File: config.mk
export PLATFORM = sky130hd
export DESIGN_NAME = mdio_cmd_engine
export DESIGN_NICKNAME = d
export VERILOG_FILES = /design/src/rtl/mdio_pkg.sv /design/src/rtl/mdio_seq.sv /design/src/rtl/mdio_dp.sv /design/src/rtl/mdio_cmd_engine.sv
export SDC_FILE = /design/constraint.sdc
export NUM_CORES = 1
export LEC_CHECK = 0
export BUFFER_PORTS_ARGS = -buffer_cell sky130_fd_sc_hd__buf_2
export CORE_ASPECT_RATIO = 1.4
export CORE_UTILIZATION = 50
export CTS_BUF_LIST = sky130_fd_sc_hd__clkbuf_4
export CTS_CLUSTER_SIZE = 12
export DETAILED_ROUTE_END_ITERATION = 12
export GPL_TIMING_DRIVEN = 0
export PLACE_DENSITY = 0.75
export SLEW_MARGIN = 25
export SYNTH_ARGS = -nofsm -noshare
export SYNTH_HDL_FRONTEND = slang
export SYNTH_HIERARCHICAL = 1
export SYNTH_SLANG_ARGS = --single-unit
File: constraint.sdc
create_clock -name clk -period 2.8 [get_ports clk]
set_input_delay 0.42 -clock clk [delete_from_list [all_inputs] [get_ports clk]]
set_output_delay 0.42 -clock clk [all_outputs]
set_load 0.02 [all_outputs]
File: src/rtl/mdio_pkg.sv
package mdio_pkg;
  // register select codes
  localparam logic [1:0] SEL_CTRL   = 2'd0;
  localparam logic [1:0] SEL_PHYCFG = 2'd1;
  localparam logic [1:0] SEL_REGADR = 2'd2;
  localparam logic [1:0] SEL_DATA   = 2'd3;

  // control register bit positions
  localparam int CMD_WR_BIT = 5;
  localparam int CMD_RD_BIT = 6;

  // strobes from the sequencer to the datapath
  typedef struct packed {
    logic shift;   // advance to next frame bit (at MDC fall)
    logic sample;  // capture mdioIn (at MDC rise, read data phase)
    logic done;    // last bit finished
  } seqStrobe_t;
endpackage

File: src/rtl/mdio_seq.sv
module mdio_seq
  import mdio_pkg::*;
#(
  parameter int MDC_HALF = 4,
  parameter int PRE_BITS = 32
) (
  input  logic       clk,
  input  logic       rstN,
  input  logic       start,
  input  logic       startRead,
  output logic       busy,
  output logic       mdc,
  output logic       mdioOe,
  output seqStrobe_t stb
);
  localparam int FRAME_BITS = PRE_BITS + 32;
  localparam int BW = $clog2(FRAME_BITS);
  localparam int DW = (MDC_HALF > 2) ? $clog2(MDC_HALF) : 1;
  localparam logic [BW-1:0] LAST_BIT = BW'(FRAME_BITS - 1);
  localparam logic [BW-1:0] TA_FIRST = BW'(PRE_BITS + 14);
  localparam logic [BW-1:0] DATA_FIRST = BW'(PRE_BITS + 16);
  localparam logic [DW-1:0] DIV_LAST = DW'(MDC_HALF - 1);

  logic          running;
  logic          mdcQ;
  logic          rdOp;
  logic [DW-1:0] divCnt;
  logic [BW-1:0] bitIdx;
  logic          edgeNow;

  always_ff @(posedge clk) begin
    if (!rstN) begin
      running <= 1'b0;
      mdcQ    <= 1'b0;
      rdOp    <= 1'b0;
      divCnt  <= '0;
      bitIdx  <= '0;
    end else if (!running) begin
      if (start) begin
        running <= 1'b1;
        rdOp    <= startRead;
        divCnt  <= '0;
        bitIdx  <= '0;
        mdcQ    <= 1'b0;
      end
    end else if (divCnt == DIV_LAST) begin
      divCnt <= '0;
      mdcQ   <= ~mdcQ;
      if (mdcQ) begin
        if (bitIdx == LAST_BIT) running <= 1'b0;
        else bitIdx <= bitIdx + 1'b1;
      end
    end else begin
      divCnt <= divCnt + 1'b1;
    end
  end

  always_comb begin
    edgeNow    = running && (divCnt == DIV_LAST);
    stb.sample = edgeNow && !mdcQ && rdOp && (bitIdx >= DATA_FIRST);
    stb.shift  = edgeNow && mdcQ && (bitIdx != LAST_BIT);
    stb.done   = edgeNow && mdcQ && (bitIdx == LAST_BIT);
  end

  assign busy   = running;
  assign mdc    = mdcQ;
  assign mdioOe = running && !(rdOp && (bitIdx >= TA_FIRST));
endmodule

File: src/rtl/mdio_dp.sv
module mdio_dp
  import mdio_pkg::*;
#(
  parameter int PRE_BITS = 32
) (
  input  logic        clk,
  input  logic        rstN,
  input  logic        regWe,
  input  logic [1:0]  regSel,
  input  logic [15:0] regWrData,
  output logic [15:0] regRdData,
  input  logic        busy,
  input  seqStrobe_t  stb,
  input  logic        mdioIn,
  output logic        mdioOut,
  output logic        start,
  output logic        startRead
);
  localparam int FRAME_BITS = PRE_BITS + 32;

  logic [7:0]            phyCfg;
  logic [4:0]            regAdr;
  logic [15:0]           dataReg;
  logic                  cmdRd;
  logic                  cmdWr;
  logic [FRAME_BITS-1:0] frame;
  logic [15:0]           rdShift;
  logic                  ctrlWrite;

  assign ctrlWrite = regWe && (regSel == SEL_CTRL) && !busy;
  assign start     = ctrlWrite && (regWrData[CMD_WR_BIT] || regWrData[CMD_RD_BIT]);
  assign startRead = regWrData[CMD_RD_BIT];

  always_ff @(posedge clk) begin
    if (!rstN) begin
      phyCfg  <= '0;
      regAdr  <= '0;
      dataReg <= '0;
      cmdRd   <= 1'b0;
      cmdWr   <= 1'b0;
      frame   <= '1;
      rdShift <= '0;
    end else begin
      if (regWe && regSel == SEL_PHYCFG) phyCfg <= regWrData[7:0];
      if (regWe && regSel == SEL_REGADR) regAdr <= regWrData[4:0];
      if (regWe && regSel == SEL_DATA)   dataReg <= regWrData;

      if (ctrlWrite) begin
        cmdRd <= regWrData[CMD_RD_BIT];
        cmdWr <= regWrData[CMD_WR_BIT] && !regWrData[CMD_RD_BIT];
      end

      if (start) begin
        frame <= {{PRE_BITS{1'b1}}, 2'b01,
                  startRead ? 2'b10 : 2'b01,
                  phyCfg[4:0], regAdr, 2'b10, dataReg};
      end else if (stb.shift) begin
        frame <= {frame[FRAME_BITS-2:0], 1'b1};
      end

      if (stb.sample) rdShift <= {rdShift[14:0], mdioIn};

      if (stb.done) begin
        cmdRd <= 1'b0;
        cmdWr <= 1'b0;
        if (cmdRd) dataReg <= rdShift;
      end
    end
  end

  always_comb begin
    unique case (regSel)
      SEL_CTRL:   regRdData = {9'b0, cmdRd, cmdWr, 5'b0};
      SEL_PHYCFG: regRdData = {8'b0, phyCfg};
      SEL_REGADR: regRdData = {11'b0, regAdr};
      default:    regRdData = dataReg;
    endcase
  end

  assign mdioOut = frame[FRAME_BITS-1] | ~busy;
endmodule

File: src/rtl/mdio_cmd_engine.sv
module mdio_cmd_engine
  import mdio_pkg::*;
#(
  parameter int MDC_HALF = 4,
  parameter int PRE_BITS = 32
) (
  input  logic        clk,
  input  logic        rstN,
  input  logic        regWe,
  input  logic [1:0]  regSel,
  input  logic [15:0] regWrData,
  output logic [15:0] regRdData,
  output logic        mdc,
  input  logic        mdioIn,
  output logic        mdioOut,
  output logic        mdioOe
);
  logic       busy;
  logic       start;
  logic       startRead;
  seqStrobe_t stb;

  mdio_seq #(.MDC_HALF(MDC_HALF), .PRE_BITS(PRE_BITS)) uSeq (
    .clk(clk), .rstN(rstN), .start(start), .startRead(startRead),
    .busy(busy), .mdc(mdc), .mdioOe(mdioOe), .stb(stb)
  );

  mdio_dp #(.PRE_BITS(PRE_BITS)) uDp (
    .clk(clk), .rstN(rstN), .regWe(regWe), .regSel(regSel),
    .regWrData(regWrData), .regRdData(regRdData), .busy(busy),
    .stb(stb), .mdioIn(mdioIn), .mdioOut(mdioOut),
    .start(start), .startRead(startRead)
  );
endmodule

==> results.toml, run 1 <==
[worst_setup_path]
max_stage_delay_ps = 400
crit_buf_inv = 4
crit_family = "buffers and inverters"
cp.arrival_ps = 2930
critPathKind = "reg -> reg"
crit_path_end_kind = "register"
cp-start-kind = "register"
slowest_stage = "clkbuf_1"
critPathRequiredTime_ps = 3240
crit_chain = "ha_1 -> buf_2 -> and3_4 -> a21oi_2 -> buf_2 -> buf_2 -> clkbuf_1 -> a221oi_1 -> o21ai_0"
critPathMaxFanout = 10
cpMostUsedCell = "buf_2"

[placement]
gp_congestion = 0.8843
pre_cts_ws_ps = 346.7
io_buffers = 40
dp_hpwl_mm = 8.708
dp_cells = 766

[timing]
timing.final.crit_share = 0.8907
slew-limit-headroom = 0.6170
fin_tns_setup_ps = 0
tightest_slew_ps = 574.5
fmax_ghz = 0.4010
setup-violations-final = 0
worst_slack_ps = 306.0
whs_ps = 159.1
hold_violations = 0
maxSlewViolCount = 0
clock_skew_ps = 16.03
rsz0062_at_grt = "false"
finalCriticalPeriod_ps = 2494

[synthesis]
synth_edf_count = 0
netlist.area_leader.share = 0.4516
synth_area_leaders = "dfxtp_1 (45%), mux2i_1 (12%), nor2b_1 (6.2%), nand2_1 (5.7%), a221oi_1 (4.2%)"
postSynthCellCount = 588
async_flop_share = 0
syn_nets = 612
synth_seq_cells = 122
yosysWarnings = 6
syn_area_sq_um = 5408
synth_seq_area_share = 0.4516
synth-main-ff-cell = "dfxtp_1"
synth_area_leader_cell = "dfxtp_1"
ys_types = 47
syn_area_per_cell_sq_um = 9.197

[final_layout]
final_util = 0.5822
layout-drive-gt1-share = 0.1697
area_growth_pct = 12.61
final_nets = 671
final_cell_count_no_fill = 798
n_antenna_cell = 0

[drt]
drc = 0
drt_wl_total_mm = 11.74
dr.first_iter.drc_count = 194
firstDrtPassIters = 4
avgRoutedWirePerCell_um = 14.71
dr_total_vias = 4392
vias_per_cell = 5.504
antenna_left = 0

[floorplan]
core_area_sq_um = 10460
die_area_sq_um = 11240
io_pins = 41
initial_utilization = 0.5170
die_height_um = 125.1
die_w_um = 89.90
rows = 44

[cts]
cts_sinks = 122
cts_buffers = 17
cts-resized-gates = 0
insertion_delay_ps = 520
cts-htree-levels = 4
post_cts_buffers = 0
cts_tree = "built"
cts-root-buf = "clkbuf_4"
hold_buffers = 0
clkSlewWorstSetupHoldPaths_ps = 110
clockBufferDepth = 2

[global_routing]
grt_max_degree = 17
grt.total_usage = 0.2150
antenna_found_initial = 0
grt_remaining_overflow = 0
grt_pass1_vias = 4340
grt_first_pass_wirelength_mm = 19.51

[power_and_ir_drop]
powerDensity_nw_per_um2 = 553.6
leakage_nw = 2.210
irDropWorstVdd_v = 0.0003689

[hold_path]
min_path_type = "in -> reg"

[run]
drv_cap = 0

[status]
status = "finished clean"
-- worst paths after layout --
path	start	endpoint	slack [ps]	cells past startpoint
worst max-delay path	uSeq/bitIdx[0]$_SDFFE_PN0P_	uDp/frame[15]$_SDFFE_PN1P_	310	9
worst min-delay path	regWrData[10]	uDp/dataReg[10]$_SDFF_PN0_	160	3
worst min register to register	uDp/frame[63]$_SDFFE_PP1P_	uDp/frame[63]$_SDFFE_PP1P_	480	2
worst max register to register	uSeq/bitIdx[0]$_SDFFE_PN0P_	uDp/frame[15]$_SDFFE_PN1P_	310	9
-- routing by layer --
| metal | up-vias | routed length (um) | global-route usage |
|---|---|---|---|
| met3 | 18 | 362 | 0.05109 |
| met1 | 2071 | 5057 | 0.2446 |
| li1 | 2229 | - | - |
| met2 | 74 | 6066 | 0.3833 |
| met4 | 0 | 250 | 0.09108 |
| met5 | - | 0 | 0 |
-- flip-flops by register name (all words and copies together), names as in the netlist --
register / cells
uDp/regAdr: 5
uDp/frame: 64
uDp/phyCfg: 8
uSeq/bitIdx: 6
uDp/dataReg: 16
uSeq/divCnt: 2
uDp/rdShift: 16
uSeq/mdc: 1
uDp/cmdWr: 1
uDp/cmdRd: 1
uSeq/busy: 1
uSeq/rdOp: 1
-- cells by family (layout without fill, tap and decap cells) --
| family | after synthesis | count (layout) | share of synthesized area |
|---|---|---|---|
| and+or+nand+nor | 217 | 217 | 0.2159 |
| AOI/OAI and AO/OA | 123 | 123 | 0.1502 |
| DFF | 122 | 122 | 0.4516 |
| muxes | 71 | 71 | 0.1326 |
| buffers and inverters | 53 | 125 | 0.04512 |
| adders and majority gates | 2 | 2 | 0.004627 |
-- per-stage QoR --
step / total power (W) / instance area [sq um]
2_1_floorplan: 0.001986 / 5408
3_3_place_gp: 0.002058 / 5781
3_5_place_dp: 0.002063 / 5781
4_1_cts: 0.003394 / 6090
5_1_grt: 0.003502 / 6090
6_report: 0.003371 / 6090
-- synthesized netlist by cell type (2+ instances only) --
cell type / number
dfxtp_1: 122
nor2b_1: 54
a21o_1: 2
nor3_2: 9
a21boi_0: 6
o21ai_0: 36
nand3_1: 18
clkbuf_1: 27
nor3_1: 20
buf_4: 4
mux2_2: 5
nor2_1: 2
nand3b_1: 4
mux2i_1: 66
o21ai_1: 11
nor3b_1: 3
ha_1: 2
a21oi_1: 10
a22o_1: 5
and3_1: 10
nand2b_1: 3
nand2_1: 82
and2_1: 2
buf_2: 18
a221oi_1: 26
inv_1: 2
o211ai_1: 2
a31oi_1: 17
nor4_1: 2
-- layout by cell type, fill, tap and decap left out, drive strengths merged, types with 2 or more instances in the layout --
cell and n:
o21ai 47, a22o 5, nor2b 54, and2 2
nor2 3, bufinv 4, nor4 2, nand2b 3
o211ai 2, a31oi 17, a21boi 7, ha 2
inv 2, a211oi 2, nor3 29, dfxtp 122
clkbuf 48, nand3 19, nand2 82, mux2i 66
a21oi 11, a21o 2, nor3b 3, a221oi 26
mux2 5, buf 64, and3 11, clkinv 6
nand3b 4
-- cell type report --
type	count	area (sq um)
repair buffers	40	200.2
fillers	955	4370
inverters	2	7.507
multi-input cells	413	2721
well taps	138	172.7
clock inverters	11	151.4
clock buffers	21	157.7
plain buffers	51	236.5
flip-flops and latches	122	2442
-- where the power goes --
part           internal, W  total, W  switching (W)
clock network     0.000733   0.00134       0.000612
logic            0.0000920  0.000231       0.000139
registers          0.00177   0.00180      0.0000248
total              0.00260   0.00337       0.000775
-- worst register-to-register path, stage by stage (launching register included) --
cell and delay, ps:
dfxtp_1 380, ha_1 220, buf_2 160, and3_4 200, a21oi_2 210, buf_2 250, buf_2 260, clkbuf_1 400
a221oi_1 160, o21ai_0 170
(Power assumes the default switching activity.)
==> run 2, diff against run 1 <==
Settings changed: ABC_AREA from default to 1, CAP_MARGIN from default to 20, SYNTH_HIERARCHICAL 1 to default.
==> results.toml, run 2 <==
[timing]
clock_skew_ps = 12.59
maxSlewViolCount = 0
fin_tns_setup_ps = 0
rsz0062_at_grt = "false"
setup-violations-final = 0
tightest_slew_ps = 562.4
fmax_ghz = 0.4812
finalCriticalPeriod_ps = 2078
timing.final.crit_share = 0.7421
hold_violations = 0
slew-limit-headroom = 0.6250

[synthesis]
syn_nets = 723
async_flop_share = 0
syn_area_per_cell_sq_um = 7.317
synth_edf_count = 0
netlist.area_leader.share = 0.4782
yosysMostFrequentCell = "nand2_1"
postSynthCellCount = 698
synth_seq_area_share = 0.4782
synthTopCellsByCount = "nand2_1 (142), dfxtp_1 (122), nor2_1 (120)"
synth_area_leader_cell = "dfxtp_1"
syn_area_sq_um = 5107
ys_types = 30
synth-main-ff-cell = "dfxtp_1"
synth_area_leaders = "dfxtp_1 (48%), nand2_1 (10%), nor2_1 (8.8%), nand3_1 (7.3%), o21ai_0 (5.8%)"
yosysWarnings = 0
synth_seq_cells = 122

[cts]
hold_buffers = 0
cts-resized-gates = 0
cts_tree = "built"
insertion_delay_ps = 520
cts-htree-levels = 4
clockBufferDepth = 2
clkSlewWorstSetupHoldPaths_ps = 100
cts_buffers = 17
post_cts_buffers = 0
cts-root-buf = "clkbuf_4"
cts_sinks = 122

[final_layout]
largest_reg_flops = 64
final_nets = 780
mostFrequentLayoutCells = "nand2_1 (142), dfxtp_1 (122), nor2_1 (120), nand3_1 (75), o21ai_0 (59)"
largest_registers = "uDp.frame x64, uDp.dataReg x16, uDp.rdShift x16"
layout.cells.most_common = "nand2_1"
layout-drive-gt1-share = 0.1525
regMostFlops = "uDp.frame"
area_growth_pct = 12.18
final_util = 0.5787

[drt]
dr_total_vias = 4757
drt_wl_total_mm = 12.41
drc = 0
firstDrtPassIters = 7
dr.first_iter.drc_count = 260
antenna_left = 0
avgRoutedWirePerCell_um = 13.75
vias_per_cell = 5.268

[placement]
gp_congestion = 0.8618
dp_hpwl_mm = 9.143
io_buffers = 38

[worst_setup_path]
critPathRequiredTime_ps = 2380
crit_path_start = "uSeq.bitIdx[0]$_SDFFE_PN0P_"
r2r_cells = 9
r2r-start = "uSeq.bitIdx[1]$_SDFFE_PN0P_"
critPathMaxFanout = 4
critPathKind = "reg -> out"
cp.arrival_ps = 1660
crit_path_end = "mdioOe"
cp-start-kind = "register"
worst_r2r_endpoint = "uDp.dataReg[6]$_SDFF_PN0_"
r2r_slack_ps = 1030
crit_path_end_kind = "primary output"

[global_routing]
grt_remaining_overflow = 0
grt_pass1_vias = 4593
grt_first_pass_wirelength_mm = 21.00
grt.total_usage = 0.2564
grt_max_degree = 17
antenna_found_initial = 1

[floorplan]
rows = 43
die_area_sq_um = 10630
core_area_sq_um = 9899
initial_utilization = 0.5159
io_pins = 41
die_height_um = 121.6
die_w_um = 87.42

[hold_path]
min_path_type = "in -> reg"

[power_and_ir_drop]
leakage_nw = 2.593
powerDensity_nw_per_um2 = 559.0
irDropWorstVdd_v = 0.0003514

[status]
status = "finished clean"

[run]
drv_cap = 0
## run 2: changes by cell type in the layout (fill, tap and decap cells not counted), moves of 13 or more
cell      before  now
nor2_1         2  120
mux2i_1       66    0
inv_1          2   48
nor3_1        20    1
o211ai_1       2   19
a221oi_1      26    0
nand2_1       82  142
a21oi_1       10   23
o21ai_0       36   59
nor2b_1       54    0
nand3_1       18   75
clkbuf_1      27   11
## run 2: area by class of cell
cell class | count | area (sq um)
clock inverters | 10 | 102.6
well taps | 135 | 168.9
multi-input cells | 481 | 2232
clock buffers | 21 | 157.7
repair buffers | 38 | 190.2
fillers | 982 | 4170
inverters | 54 | 202.7
diodes | 1 | 2.502
flip-flops and latches | 122 | 2442
plain buffers | 41 | 230.2
## run 2: metal layers
layer / vias to the layer above / routed length [um] / track usage / share of wire
li1: 2390 / - / - / -
met1: 2229 / 4951 / 0.2783 / 0.40
met2: 113 / 6587 / 0.4531 / 0.53
met3: 25 / 534 / 0.06843 / 0.043
met4: 0 / 340 / 0.1281 / 0.027
met5: - / 0 / 0 / 0
## run 2: how the worst min path moves through the flow
stage,to,slack [ps],startpoint,depth (start not counted)
finish,uDp.rdShift[0]$_SDFFE_PN0P_,160,mdioIn,3
global route,uDp.rdShift[0]$_SDFFE_PN0P_,130,mdioIn,3
CTS,uDp.rdShift[0]$_SDFFE_PN0P_,130,mdioIn,3
detailed placement,uDp.frame[53]$_SDFFE_PP1P_,440,uDp.frame[52]$_SDFFE_PP1P_,2
global placement,uDp.frame[47]$_SDFFE_PP1P_,440,uDp.frame[46]$_SDFFE_PP1P_,2
floorplan,uDp.frame[33]$_SDFFE_PP1P_,430,uDp.frame[32]$_SDFFE_PP1P_,2
## run 2: metrics by stage
stage               hold WS, ps  setup slack, ps  area (sq um)  instances  total power [W]
floorplan                 429.2             1263          5107        698         0.001983
global placement          437.9            859.6          5466        871         0.002054
detailed placement        442.9            856.1          5466        871         0.002060
CTS                       132.4            680.2          5727        902         0.003222
global route              125.3            587.2          5729        903         0.003332
finish                    157.7            722.1          5729        903         0.003202
## run 2: cells by family after synthesis
family,share of synthesized area
AO/OA/AOI/OAI,0.1362
buffers and inverters,0.08476
flip-flops,0.4782
adder cells (fa/ha/maj),0.007350
AND/OR/NAND/NOR,0.2935
## run 2: power breakdown
part	switching, W	internal [W]
sequential	0.0000198	0.00177
combinational	0.000154	0.0000763
clock	0.000626	0.000552
total	0.000799	0.00240
## run 2: worst max-delay path, cell delays in order (launching register included)
cell and delay [ps]:
dfxtp_1 400, inv_1 90, ha_1 190, nor2_1 90, o21bai_1 70, a31oi_1 120
buf_2 180
